`src/rtl/irq_seq.sv`:
```
module irq_seq #(
  parameter int AW = 16,
  parameter int IW = 4,
  parameter int NSRC = 4,
  parameter logic [AW-1:0] HANDLER_RST = 16'h0100
) (
  input  logic            clk,
  input  logic            rst_n,
  input  logic [NSRC-1:0] irq_req,
  input  logic            boundary,
  input  logic            op_vld,
  input  logic [1:0]      op_code,
  input  logic [AW-1:0]   op_addr,
  input  logic [AW-1:0]   pc,
  input  logic [IW-1:0]   ind_in,
  output logic            redir_vld,
  output logic [AW-1:0]   redir_addr,
  output logic            ind_load,
  output logic [IW-1:0]   ind_out,
  output logic            mask_on,
  output logic            in_rtn,
  output logic [NSRC-1:0] pend
);
  localparam logic [1:0] OP_MASK = 2'b00;
  localparam logic [1:0] OP_UNMASK = 2'b01;
  localparam logic [1:0] OP_RET = 2'b10;
  localparam logic [1:0] OP_RETLD = 2'b11;

  logic [AW-1:0]   handler_q, ret_pc_q;
  logic [IW-1:0]   ret_ind_q;
  logic [NSRC-1:0] pick;
  logic            take, do_ret, do_retld;

  assign pick     = pend & (~pend + 1'b1);
  assign take     = boundary && !op_vld && !mask_on && !in_rtn && (|pend);
  assign do_ret   = op_vld && op_code == OP_RET && in_rtn;
  assign do_retld = op_vld && op_code == OP_RETLD && in_rtn;

  always_ff @(posedge clk) begin
    if (!rst_n) begin
      pend       <= '0;
      mask_on    <= 1'b0;
      in_rtn     <= 1'b0;
      redir_vld  <= 1'b0;
      redir_addr <= '0;
      ind_load   <= 1'b0;
      ind_out    <= '0;
      handler_q  <= HANDLER_RST;
      ret_pc_q   <= '0;
      ret_ind_q  <= '0;
    end else begin
      redir_vld <= 1'b0;
      ind_load  <= 1'b0;
      pend      <= (pend & ~(take ? pick : '0)) | irq_req;
      if (op_vld && op_code == OP_MASK)   mask_on <= 1'b1;
      if (op_vld && op_code == OP_UNMASK) mask_on <= 1'b0;
      if (take) begin
        ret_pc_q   <= pc;
        ret_ind_q  <= ind_in;
        in_rtn     <= 1'b1;
        redir_vld  <= 1'b1;
        redir_addr <= handler_q;
      end
      if (do_ret || do_retld) begin
        in_rtn     <= 1'b0;
        redir_vld  <= 1'b1;
        ind_load   <= 1'b1;
        ind_out    <= ret_ind_q;
        redir_addr <= do_ret ? ret_pc_q : op_addr;
      end
      if (do_ret) handler_q <= op_addr;
    end
  end
endmodule


```
`config.mk`:
```
export PLATFORM = sky130hd
export DESIGN_NAME = irq_seq
export DESIGN_NICKNAME = d
export VERILOG_FILES = /design/src/rtl/irq_seq.sv
export SDC_FILE = /design/constraint.sdc
export NUM_CORES = 1
export LEC_CHECK = 0
export CELL_PAD_IN_SITES_DETAIL_PLACEMENT = 1
export CELL_PAD_IN_SITES_GLOBAL_PLACEMENT = 1
export CORE_UTILIZATION = 35
export CTS_CLUSTER_DIAMETER = 60
export DETAILED_ROUTE_END_ITERATION = 10
export GPL_ROUTABILITY_DRIVEN = 0
export HOLD_SLACK_MARGIN = 0.06
export PLACE_DENSITY = 0.88
export SKIP_LAST_GASP = 1
export SYNTH_ARGS = -nofsm -noshare
export SYNTH_HDL_FRONTEND = slang
export SYNTH_SLANG_ARGS = --single-unit
```
`constraint.sdc`:
```
create_clock -name clk -period 2.5 [get_ports clk]
set_clock_uncertainty 0.15 [all_clocks]
set_input_delay 0.25 -clock clk [delete_from_list [all_inputs] [get_ports clk]]
set_output_delay 0.25 -clock clk [all_outputs]
set_load 0.02 [all_outputs]
```
==> summary by stage, run 1 <==
GRT
The number of antenna violations at the first check in global routing was 0. The met2 routing resource usage after global routing is 0.357. The met1 global-route usage is 0.252. In the global route stage, met3 resource usage came out at 0.0494. In the global route stage, overall resource usage came out at 0.209. The via count of the first global-routing pass came to 2,841.

The overall overflow remaining after global route is 0. The busiest layer in global routing is met2. Entering global routing, the biggest net connects 53 pins. The global-route wire length before repair is 13.6 mm.

STA
For this run, the top clock speed supported by timing is 0.515 GHz. After layout, the minimum clock period comes to 1940 ps. The total negative slack for setup checks is 0 ps. The number of hold violations in the final report is 0. The worst slew margin relative to its limit is 0.483. The transition at the pin with the smallest max-transition slack is 776 ps. The final-layout worst hold slack is 310 ps. The final critical-path share of the clock period is 0.777.

Setup repair after global routing left no endpoint under its margin. Setup violations remaining at the end of the flow were counted as 0. The number of slew-limit violations in the final report is 0.

Route
The routed via count divided by cell count is 5.39. The first-pass iteration count of the detailed router is 4. After detailed routing, the number of remaining DRC violations is 0.

The count of nets left with antenna violations once routing finished came out at 0. The total routed wirelength is 8.30 mm. The first routing iteration left 104 violations. Across all layers, the routed design uses 2,663 vias. Dividing the detail-routed wire length by the instance count gives 16.8 um.

Die
74 I/O pins were placed. The core box area is 7730 sq um. The height of the die is 91.5 um.

For this configuration, the core starts out at a cell density of 0.363. The floorplan row count is 32. The area of the die is 8380 sq um.

The width of the chip is 91.5 um.

Critical path
The number of buffers and inverters on the critical path is 0. The kind of cell with the highest combined delay along the critical path is simple AND/OR/NAND/NOR gates. Walking the worst path, the cells encountered are or4b_4 -> nor4_1 -> a211oi_1. The highest net fanout along the worst path is 39.

The startpoint kind of the worst setup timing path is a flip-flop. The setup path with the least slack is of type reg2reg. At the worst endpoint, the arrival time is 2010 ps.

The worst setup path is captured at a flip-flop. For this run, the slowest stage of the critical path takes 790 ps. Among all stages on the critical path, the largest delay is contributed by sky130_fd_sc_hd__or4b_4. STA puts the critical path data required time at 2570 ps.

Place
Summing all placed instances gives a cell area of 3620 sq um. The half-perimeter wire length after placement is 5.52 mm. The number of buffers added on ports is 73.

Clocking
Counting the buffers created by CTS gives 9. Counting every sink on the clock net gives 64. CTS built an H-tree with a depth of 3. The maximum number of buffers from clock root to sink is 2. After clock tree synthesis, the clock-pin slew on the worst setup and hold paths is 70 ps. The count of hold-fix buffers inserted at cts is 0. The number of gates resized after CTS was 0. The latest clock arrival within the worst-skew pair is 340 ps.

The library cell used as clock root buffer is sky130_fd_sc_hd__clkbuf_8. The clock tree from TritonCTS is built. The post-CTS setup repair buffer count is 0.

Logic synthesis
The number of synthesized register bits is 64. In the synthesized netlist the dominant register cell turns out to be sky130_fd_sc_hd__dfxtp_1. The mapped netlist covers 2810 sq um. The share of the Yosys chip area taken by registers is 0.457. The post-synthesis area per instance is 8.68 sq um.

The netlist uses 27 different library cells. The synthesized instance count is 323. For this run, the number of Yosys warnings is 0. The post-synthesis async set-or-reset flop share is 0. The number of synthesized flops with an enable pin is 0.

The number of nets handed over by synthesis was 369.

Finish
At the end of the flow the core is filled with cells to 0.488. The number of antenna diodes in the final layout is 0. The final net count is 434. The area of all sequential standard cells is 1280 sq um.

The most common library cell in the layout ignoring fill and taps is sky130_fd_sc_hd__clkdlybuf4s50_1. The fraction of final layout cells sized beyond drive strength 1 is 0.115. The top cell types in the final layout, fill and taps aside, are sky130_fd_sc_hd__clkdlybuf4s50_1 (72), sky130_fd_sc_hd__dfxtp_1 (64), sky130_fd_sc_hd__nand2_1 (43), sky130_fd_sc_hd__o21ai_0 (38), sky130_fd_sc_hd__a21boi_0 (33). Relative to the synthesized area, the layout overhead comes to 34.5%. The number of fill cells is 905.

The final instance area is 3770 sq um. The multi-input gate area in the final layout is 1390 sq um.

Worst hold path
The worst hold path belongs to the class in2reg.

Pwr
The power per cell area is 595 nW/um^2. The worst-case IR drop observed on VDD is 0.272 mV. For this design the static power due to leakage is 0.00129 uW.

Status
The run finished with clean final reports.

Run
The number of max-cap violations is 0.
-- state kept, by name, indices dropped and copies added (netlist names) --
name / flops
in_rtn: 1
ret_pc_q: 16
ind_out: 4
handler_q: 16
ind_load: 1
redir_addr: 16
redir_vld: 1
mask_on: 1
ret_ind_q: 4
pend: 4
-- cells in the mapped netlist, drive strengths merged (2+ instances only) --
cell | n | share of area
o21ai | 38 | 0.068
nor2 | 19 | 0.025
nor4 | 17 | 0.043
clkbuf | 20 | 0.027
buf | 11 | 0.023
a211oi | 16 | 0.043
mux2 | 16 | 0.064
a21boi | 40 | 0.11
nand3 | 22 | 0.039
o21a | 2 | 0.0054
nand2 | 43 | 0.058
a21oi | 4 | 0.0071
dfxtp | 64 | 0.46
nor2b | 2 | 0.0045
-- logic make-up after synthesis --
group / synth area share
AO/OA/AOI/OAI: 0.234
buffers and inverters: 0.0495
flip-flops: 0.457
multiplexers: 0.0642
AND/OR/NAND/NOR: 0.196
-- where the power goes --
group          internal [uW]  switching, uW  total [uW]
clock network            349            388         738
logic                    202            199         402
registers               1070           36.2        1110
-- layer usage --
layer  vias up  wire length, um
met4         0              184
met1      1291             3790
met3        15              362
li1       1285                -
met5         -                0
met2        72             3960
-- per-stage QoR --
| step | instances | setup slack (ps) | power [uW] |
|---|---|---|---|
| 2_1_floorplan | 323 | 659 | 1330 |
| 3_3_place_gp | 479 | 395 | 1520 |
| 4_1_cts | 494 | 529 | 2270 |
| 5_1_grt | 494 | 453 | 2340 |
| 3_5_place_dp | 479 | 269 | 1530 |
| 6_report | 494 | 558 | 2250 |
-- final timing paths --
kind	start	to	slack [ps]	cells after the start
setup reg to reg	in_rtn	redir_addr[5]	560	3
hold reg to reg	ret_ind_q[2]	ind_out[2]	320	2
setup / recovery	in_rtn	redir_addr[5]	560	3
hold / removal	ind_in[3]	ret_ind_q[3]	310	3
-- tightest hold or removal path: stages --
cell	delay (ps)
sky130_fd_sc_hd__clkdlybuf4s50_1	390
sky130_fd_sc_hd__nand3_1	60
sky130_fd_sc_hd__a21boi_1	50
-- cell type report --
| class | count | area share |
|---|---|---|
| well taps | 102 | 0.0338 |
| multi-input cells | 228 | 0.369 |
| flip-flops and latches | 64 | 0.340 |
| clock inverters | 4 | 0.00597 |
| repair buffers | 85 | 0.216 |
| clock buffers | 11 | 0.0348 |
Power figures use the tool's default switching activity.
==> run 2: changes to the inputs <==
- CORE_UTILIZATION: 35 -> 32
- PLACE_DENSITY: 0.88 -> 0.85
- clock period: 2.5 -> 1.7 ns (I/O delays scaled with it)
==> run 2 against run 1 <==
Compared with the run above: the run now ends with setup timing left; count of clock-buffer cells in the layout rose by 1; first-iteration DRC count rose by 12%; non-clock buffer count rose by 15; cell count rose by 3.6%; highest routed layer unchanged.
==> summary by stage, run 2 (synthesis results as in run 1) <==
Critical path
The startpoint kind of the worst setup timing path is a primary input. By startpoint and endpoint, the worst setup path is classified as in2reg. The highest net fanout along the worst path is 26 (-33%).

The required time reported for the critical path endpoint came to 1750 ps (-820 ps). The category of the worst setup path capture point is a flip-flop. The arrival time at the worst endpoint is 1820 ps (-190 ps).

Clocking
CTS placed an instance of sky130_fd_sc_hd__clkbuf_8 at the clock tree root. The number of sinks handled by clock tree synthesis is 64 (unchanged). The number of H-tree levels is 3 (unchanged). The latest clock arrival within the worst-skew pair was 340 ps (about the same). TritonCTS built the clock tree.

The clock transition at the register clock pins on the worst setup and hold paths after CTS is 70 ps (about the same). The maximum number of buffers from clock root to sink is 2 (unchanged). The count of hold-fix buffers inserted at cts was 0 (unchanged). The number of buffers created by CTS was 9 (unchanged).

STA
Setup repair after global routing could not meet its margin everywhere. The transition at the pin with the smallest max-transition slack came to 425 ps (-350 ps). The number of setup violations in the final report was 8 (+8). The highest attainable clock frequency is 0.565 GHz. The final worst-path setup slack is -70.8 ps (-628 ps). The number of hold violations in the final report is 0 (unchanged). The worst slew margin relative to its limit came to 0.716 (+0.234). The number of slew-limit violations in the final report was 0 (unchanged). After layout, the minimum clock period comes to 1770 ps. The final critical-path share of the clock period is 1.04.

Die
The starting utilization of the core area was 0.336 (-0.0267). The floorplan row count is 33 (+3.1%). The area of the die is 9150 sq um (+9.2%). The I/O pin total is 74 (unchanged). The width of the chip is 95.6 um (+4.5%).

The height of the die is 95.6 um (+4.5%). The core box area is 8340 sq um (+7.9%).

Pwr
The reported net switching power is 991 uW (+59%). The leakage power total is 0.00147 uW (+14%). The share of power burned in combinational logic is 0.211 (+0.032). The portion of total power attributed to sequential cells is 0.456 (-0.036). The relative contribution of the clock network to total power is 0.333 (+0.004). The internal cell power is 2550 uW (+57%). The power per cell area is 844 nW/um^2 (+42%). The switching part of the total came to 0.280 (+0.00223). The maximum VDD drop is 0.351 mV (+29%).

Run
The number of max-cap violations is 0 (unchanged).

Finish
The count of inserted antenna diode cells is 0 (unchanged). The top cell types in the final layout, fill and taps aside, are sky130_fd_sc_hd__clkdlybuf4s50_1 (66), sky130_fd_sc_hd__dfxtp_1 (61), sky130_fd_sc_hd__nand2_1 (42), sky130_fd_sc_hd__o21ai_0 (36), sky130_fd_sc_hd__a21boi_0 (33). The fraction of final layout cells sized beyond drive strength 1 is 0.199 (+0.0842). The final net count is 449 (+3.5%). The final instance area is 4190 sq um (+11%). The post-layout instance count excluding filler cells is 512 (+3.6%).

The largest registers in the layout are handler_q: 16 flops, redir_addr: 16 flops, ret_pc_q: 16 flops. Compared with the post-synthesis result, the final layout area differs by 49.4%. The most common library cell in the layout ignoring fill and taps is sky130_fd_sc_hd__clkdlybuf4s50_1.

Route
The via count is 2,800 (+5.1%). The routed via count divided by cell count is 5.47 (+1.4%). The average wire per standard cell is 19.4 um (+16%).

The post-route DRC violation count is 0 (unchanged). The total routed wirelength is 9.94 mm (+20%). The violation count after the first detailed-route iteration is 116 (+12%).

The first-pass iteration count of the detailed router is 4 (unchanged). The number of nets with antenna violations after routing is 0 (unchanged).

Place
The total instance count after detailed placement is 493 (+2.9%). The half-perimeter wire length after placement is 6.33 mm (+15%). The post-detailed-placement cell area is 3870 sq um (+7.0%). The number of buffers added on ports is 73 (unchanged).

Status
The checks that failed: setup timing. The flow ran to the end, but the final reports show violations.

GRT
The via count of the first global-routing pass is 2,886 (+1.6%). The overall overflow remaining after global route is 0 (unchanged). The global router's overall resource usage is 0.219 (+0.0103).

The global-route wire length before repair is 14.9 mm (+9.4%). The number of antenna violations at the first check in global routing came to 0 (unchanged). The largest net degree at the start of global routing is 38 (-28%).

Worst hold path
The worst hold path belongs to the class in2reg.
## run 2: cell types whose count changed in the layout (fill, tap and decap cells not counted), sizes merged
cell / previous run / this run
clkbuf: 11 / 13
dlygate4sd2: 0 / 6
clkdlybuf4s50: 72 / 66
clkinvlp: 1 / 0
clkinv: 3 / 2
inv: 0 / 1
buf: 13 / 27
## run 2: layer usage
metal  share of wire  vias up  global-route usage
met5               0        -                   0
met4           0.027        0               0.106
met3           0.036       23              0.0287
met2            0.49       76               0.362
met1            0.45     1389               0.281
li1                -     1312                   -
## run 2: power by group through the flow
stage | combinational [uW] | sequential (uW) | clock (uW)
6_report | 745 | 1610 | 1180
5_1_grt | 792 | 1620 | 1270
4_1_cts | 690 | 1610 | 1200
3_5_place_dp | 683 | 1650 | 0
3_3_place_gp | 665 | 1640 | 0
2_1_floorplan | 268 | 1700 | 0
## run 2: per-stage QoR
stage / total power, uW / hold slack [ps] / setup WS (ps) / setup TNS (ps) / utilization
after floorplan: 1970 / 144 / -33.4 / -194 / -
after global placement: 2310 / 293 / -316 / -9460 / 0.464
after detailed placement: 2330 / 305 / -375 / -11410 / 0.464
after CTS: 3500 / 85.7 / 1.26 / 0 / 0.488
after global routing: 3680 / 126 / -77.4 / -847 / 0.502
final: 3540 / 109 / -70.8 / -157 / 0.502
## run 2: layout make-up
cell class / instances / area, sq um
timing repair buffer: 100 / 1060
tap: 105 / 131
fill: 957 / 4150
clock buffer: 12 / 155
clock inverter: 3 / 16.3
multi-input combinational: 228 / 1540
sequential: 64 / 1290
## run 2: final timing paths
kind                                      to  startpoint  cells after the start  slack (ps)
worst max-delay path             ret_pc_q[9]      op_vld                      5         -70
worst min-delay path            handler_q[8]       rst_n                      2         110
worst max register to register   ret_pc_q[9]      in_rtn                      4         -60
worst min register to register    ind_out[3]  ind_out[3]                      2         320
## run 2: timing repair
action / CTS / global route
cloned: 0 / 2
setup endpoints to repair: 12 / 26
gates resized for setup: 12 / 14
setup buffers: 0 / 2
pin swaps: 0 / 3
## run 2: critical path, stage by stage
cell and delay (ps):
sky130_fd_sc_hd__clkdlybuf4s50_1 460, sky130_fd_sc_hd__or4b_4 610, sky130_fd_sc_hd__buf_12 190, sky130_fd_sc_hd__o21ai_0 240, sky130_fd_sc_hd__a21boi_0 150
==> run 3: changes to the inputs <==
- ABC_AREA: unset -> 0
- RECOVER_POWER: unset -> 50
==> run 3 against run 2 <==
Compared with the run above: the flow still finishes with violations (setup timing); combinational power down 2%; register-to-register slack about the same; non-clock buffer count unchanged; first-iteration DRC count unchanged; global-route usage unchanged; critical path type unchanged; largest cell class unchanged; largest power group unchanged.
==> summary by stage, run 3 (synthesis results as in run 1) <==
Route
The violation count after the first detailed-route iteration came to 116 (unchanged). The routed via count divided by cell count is 5.46 (-0.25%). The number of nets with antenna violations after routing is 0 (unchanged). The via count was 2,793 (-0.25%). The first-pass iteration count of the detailed router is 4 (unchanged). The post-route DRC violation count is 0 (unchanged).

The average wire per standard cell was 19.4 um (-0.23%). The total routed wirelength is 9.92 mm (-0.23%).

Die
The starting utilization of the core area is 0.336 (unchanged). The floorplan row count is 33 (unchanged). The I/O pin total is 74 (unchanged). The area of the die is 9150 sq um (unchanged). The height of the die is 95.6 um (unchanged). The core box area is 8340 sq um (unchanged). The width of the chip is 95.6 um (unchanged).

Critical path
The critical path is of the in2reg type. The arrival time at the worst endpoint was 1820 ps (about the same). The terminus of the critical flop-to-flop path is ret_pc_q[9]. STA classifies the critical path startpoint as a primary input.

The launching element of the worst setup path is op_vld. The cell depth of the worst flop-to-flop path was 4 (unchanged). The worst setup path is captured at a flip-flop. The slack of the worst reg-to-reg path was -60 ps (about the same). The required time reported for the critical path endpoint is 1750 ps (about the same).

The highest net fanout along the worst path is 26 (unchanged). The beginning of the worst register-to-register path is in_rtn.

Place
The half-perimeter wire length after placement is 6.33 mm (unchanged). The total instance count after detailed placement is 493 (unchanged). The post-detailed-placement cell area is 3870 sq um (unchanged). The number of buffers added on ports came to 73 (unchanged).

GRT
The overall overflow remaining after global route is 0 (unchanged). The met1 global-route usage is 0.281 (unchanged). The busiest layer in global routing is met2.

The met2 routing resource usage after global routing is 0.362 (unchanged). The via count of the first global-routing pass is 2,886 (unchanged). The met3 global-route usage is 0.0287 (unchanged). The number of antenna violations at the first check in global routing is 0 (unchanged). The global-route wire length before repair was 14.9 mm (unchanged). The largest net degree at the start of global routing is 38 (unchanged). The global router's overall resource usage was 0.219 (unchanged).

Run
The number of max-cap violations is 0 (unchanged).

Finish
In the final layout, the registers with the most flip-flops are handler_q: 16 flops, redir_addr: 16 flops, ret_pc_q: 16 flops. The count of inserted antenna diode cells came to 0 (unchanged). The area of all sequential standard cells is 1290 sq um (unchanged). The final core area utilization was 0.498 (-0.00450). The final net count came to 449 (unchanged). The area growth from synthesis to final layout is 48.0%. The post-layout instance count excluding filler cells is 512 (unchanged). The final instance area was 4150 sq um (-0.90%). The fraction of final layout cells sized beyond drive strength 1 came to 0.192 (-0.00737). The number of fill cells is 963 (+0.63%). Leaving out fill and tap cells, the most frequent cells in the layout are sky130_fd_sc_hd__clkdlybuf4s50_1 (65), sky130_fd_sc_hd__dfxtp_1 (61), sky130_fd_sc_hd__nand2_1 (42), sky130_fd_sc_hd__o21ai_0 (36), sky130_fd_sc_hd__a21boi_0 (33).

The multi-input gate area in the final layout is 1540 sq um (unchanged). The library cell used most frequently in the layout, excluding fill and tap cells, is sky130_fd_sc_hd__clkdlybuf4s50_1.

Clocking
The latest clock arrival within the worst-skew pair is 340 ps (about the same). The number of sinks handled by clock tree synthesis came to 64 (unchanged). The number of buffers created by CTS is 9 (unchanged). The number of H-tree levels is 3 (unchanged). The maximum number of buffers from clock root to sink is 2 (unchanged).

The clock tree from TritonCTS is built. The cell sitting at the root of the clock tree is a sky130_fd_sc_hd__clkbuf_8. The clock transition at the register clock pins on the worst setup and hold paths after CTS is 70 ps (about the same).

STA
The final critical-path share of the clock period came to 1.04 (-0.00314). The number of setup violations in the final report came to 8 (unchanged). The worst slew margin relative to its limit came to 0.714 (-0.00263). The highest attainable clock frequency came to 0.566 GHz (+0.30%). The final critical path time including I/O delays and setup is 1770 ps (-5.35 ps). The total negative slack for setup checks is -108 ps (+49.5 ps). Setup repair after global routing could not meet its margin everywhere. The number of slew-limit violations in the final report is 0 (unchanged). The number of hold violations in the final report is 0 (unchanged). The transition at the pin with the smallest max-transition slack is 429 ps (+3.95 ps). The final worst-path setup slack is -65.4 ps (+5.35 ps).

Pwr
The maximum VDD drop is 0.349 mV (-0.40%). The overall power consumption is 3530 uW (-0.23%). The power per cell area came to 850 nW/um^2 (+0.67%). The leakage power total is 0.00145 uW (-1.1%).

Worst hold path
In this run the most critical hold path is launched from rst_n. For hold timing, the worst endpoint is handler_q[8]. The tightest min-delay check is of the in2reg type. The number of cells traversed by the worst hold path came to 2 (unchanged).

Status
The flow ran to the end, but the final reports show violations. The checks that failed: setup timing.
-- run 3: cell types whose count changed in the layout (fill, tap and decap cells not counted), sizes merged --
cell           delta
dlygate4sd3       +1
buf               -5
clkdlybuf4s50     -1
clkbuf            +5
-- run 3: per-stage QoR --
| step | hold WS, ps | setup slack [ps] |
|---|---|---|
| final | 113 | -65.4 |
| after global routing | 126 | -90.7 |
| after CTS | 85.7 | 1.26 |
| after detailed placement | 305 | -375 |
| after global placement | 293 | -316 |
| after floorplan | 144 | -33.4 |
-- run 3: area by class of cell --
type,instances,share of cell area
Multi-Input combinational cell,228,0.371
Timing Repair Buffer,100,0.246
Tap cell,105,0.0316
Clock buffer,12,0.0374
Clock inverter,3,0.00392
Sequential cell,64,0.311
-- run 3: repair_timing --
action	CTS	global route
setup endpoints to repair	12	26
hold endpoints to repair	0	0
hold buffers	0	0
resized for setup	12	14
gates cloned	0	2
pin swaps	0	3
setup buffers	0	2
-- run 3: worst max-delay path by stage --
stage                                 to  slack [ps]  depth (start not counted)
after floorplan                  pend[1]         -30                          5
after global placement     redir_addr[2]        -320                          5
after detailed placement   redir_addr[0]        -380                          5
after CTS                 redir_addr[15]           1                          4
after global routing         ret_pc_q[2]         -90                          6
final                        ret_pc_q[9]         -70                          5
-- run 3: metal layers --
metal	wire, um	vias to the layer above
met2	4860	75
met3	344	23
met4	268	0
met5	0	-
li1	-	1313
met1	4440	1382
-- run 3: power by group --
group | switching [uW] | internal (uW) | total (uW)
logic | 366 | 367 | 733
registers | 42.7 | 1570 | 1610
clock network | 584 | 598 | 1180
-- run 3: worst max-delay path, cell delays in order --
cell and delay [ps]:
sky130_fd_sc_hd__clkdlybuf4s50_1 460, sky130_fd_sc_hd__or4b_4 610, sky130_fd_sc_hd__buf_12 190, sky130_fd_sc_hd__o21ai_0 240
sky130_fd_sc_hd__a21boi_0 150
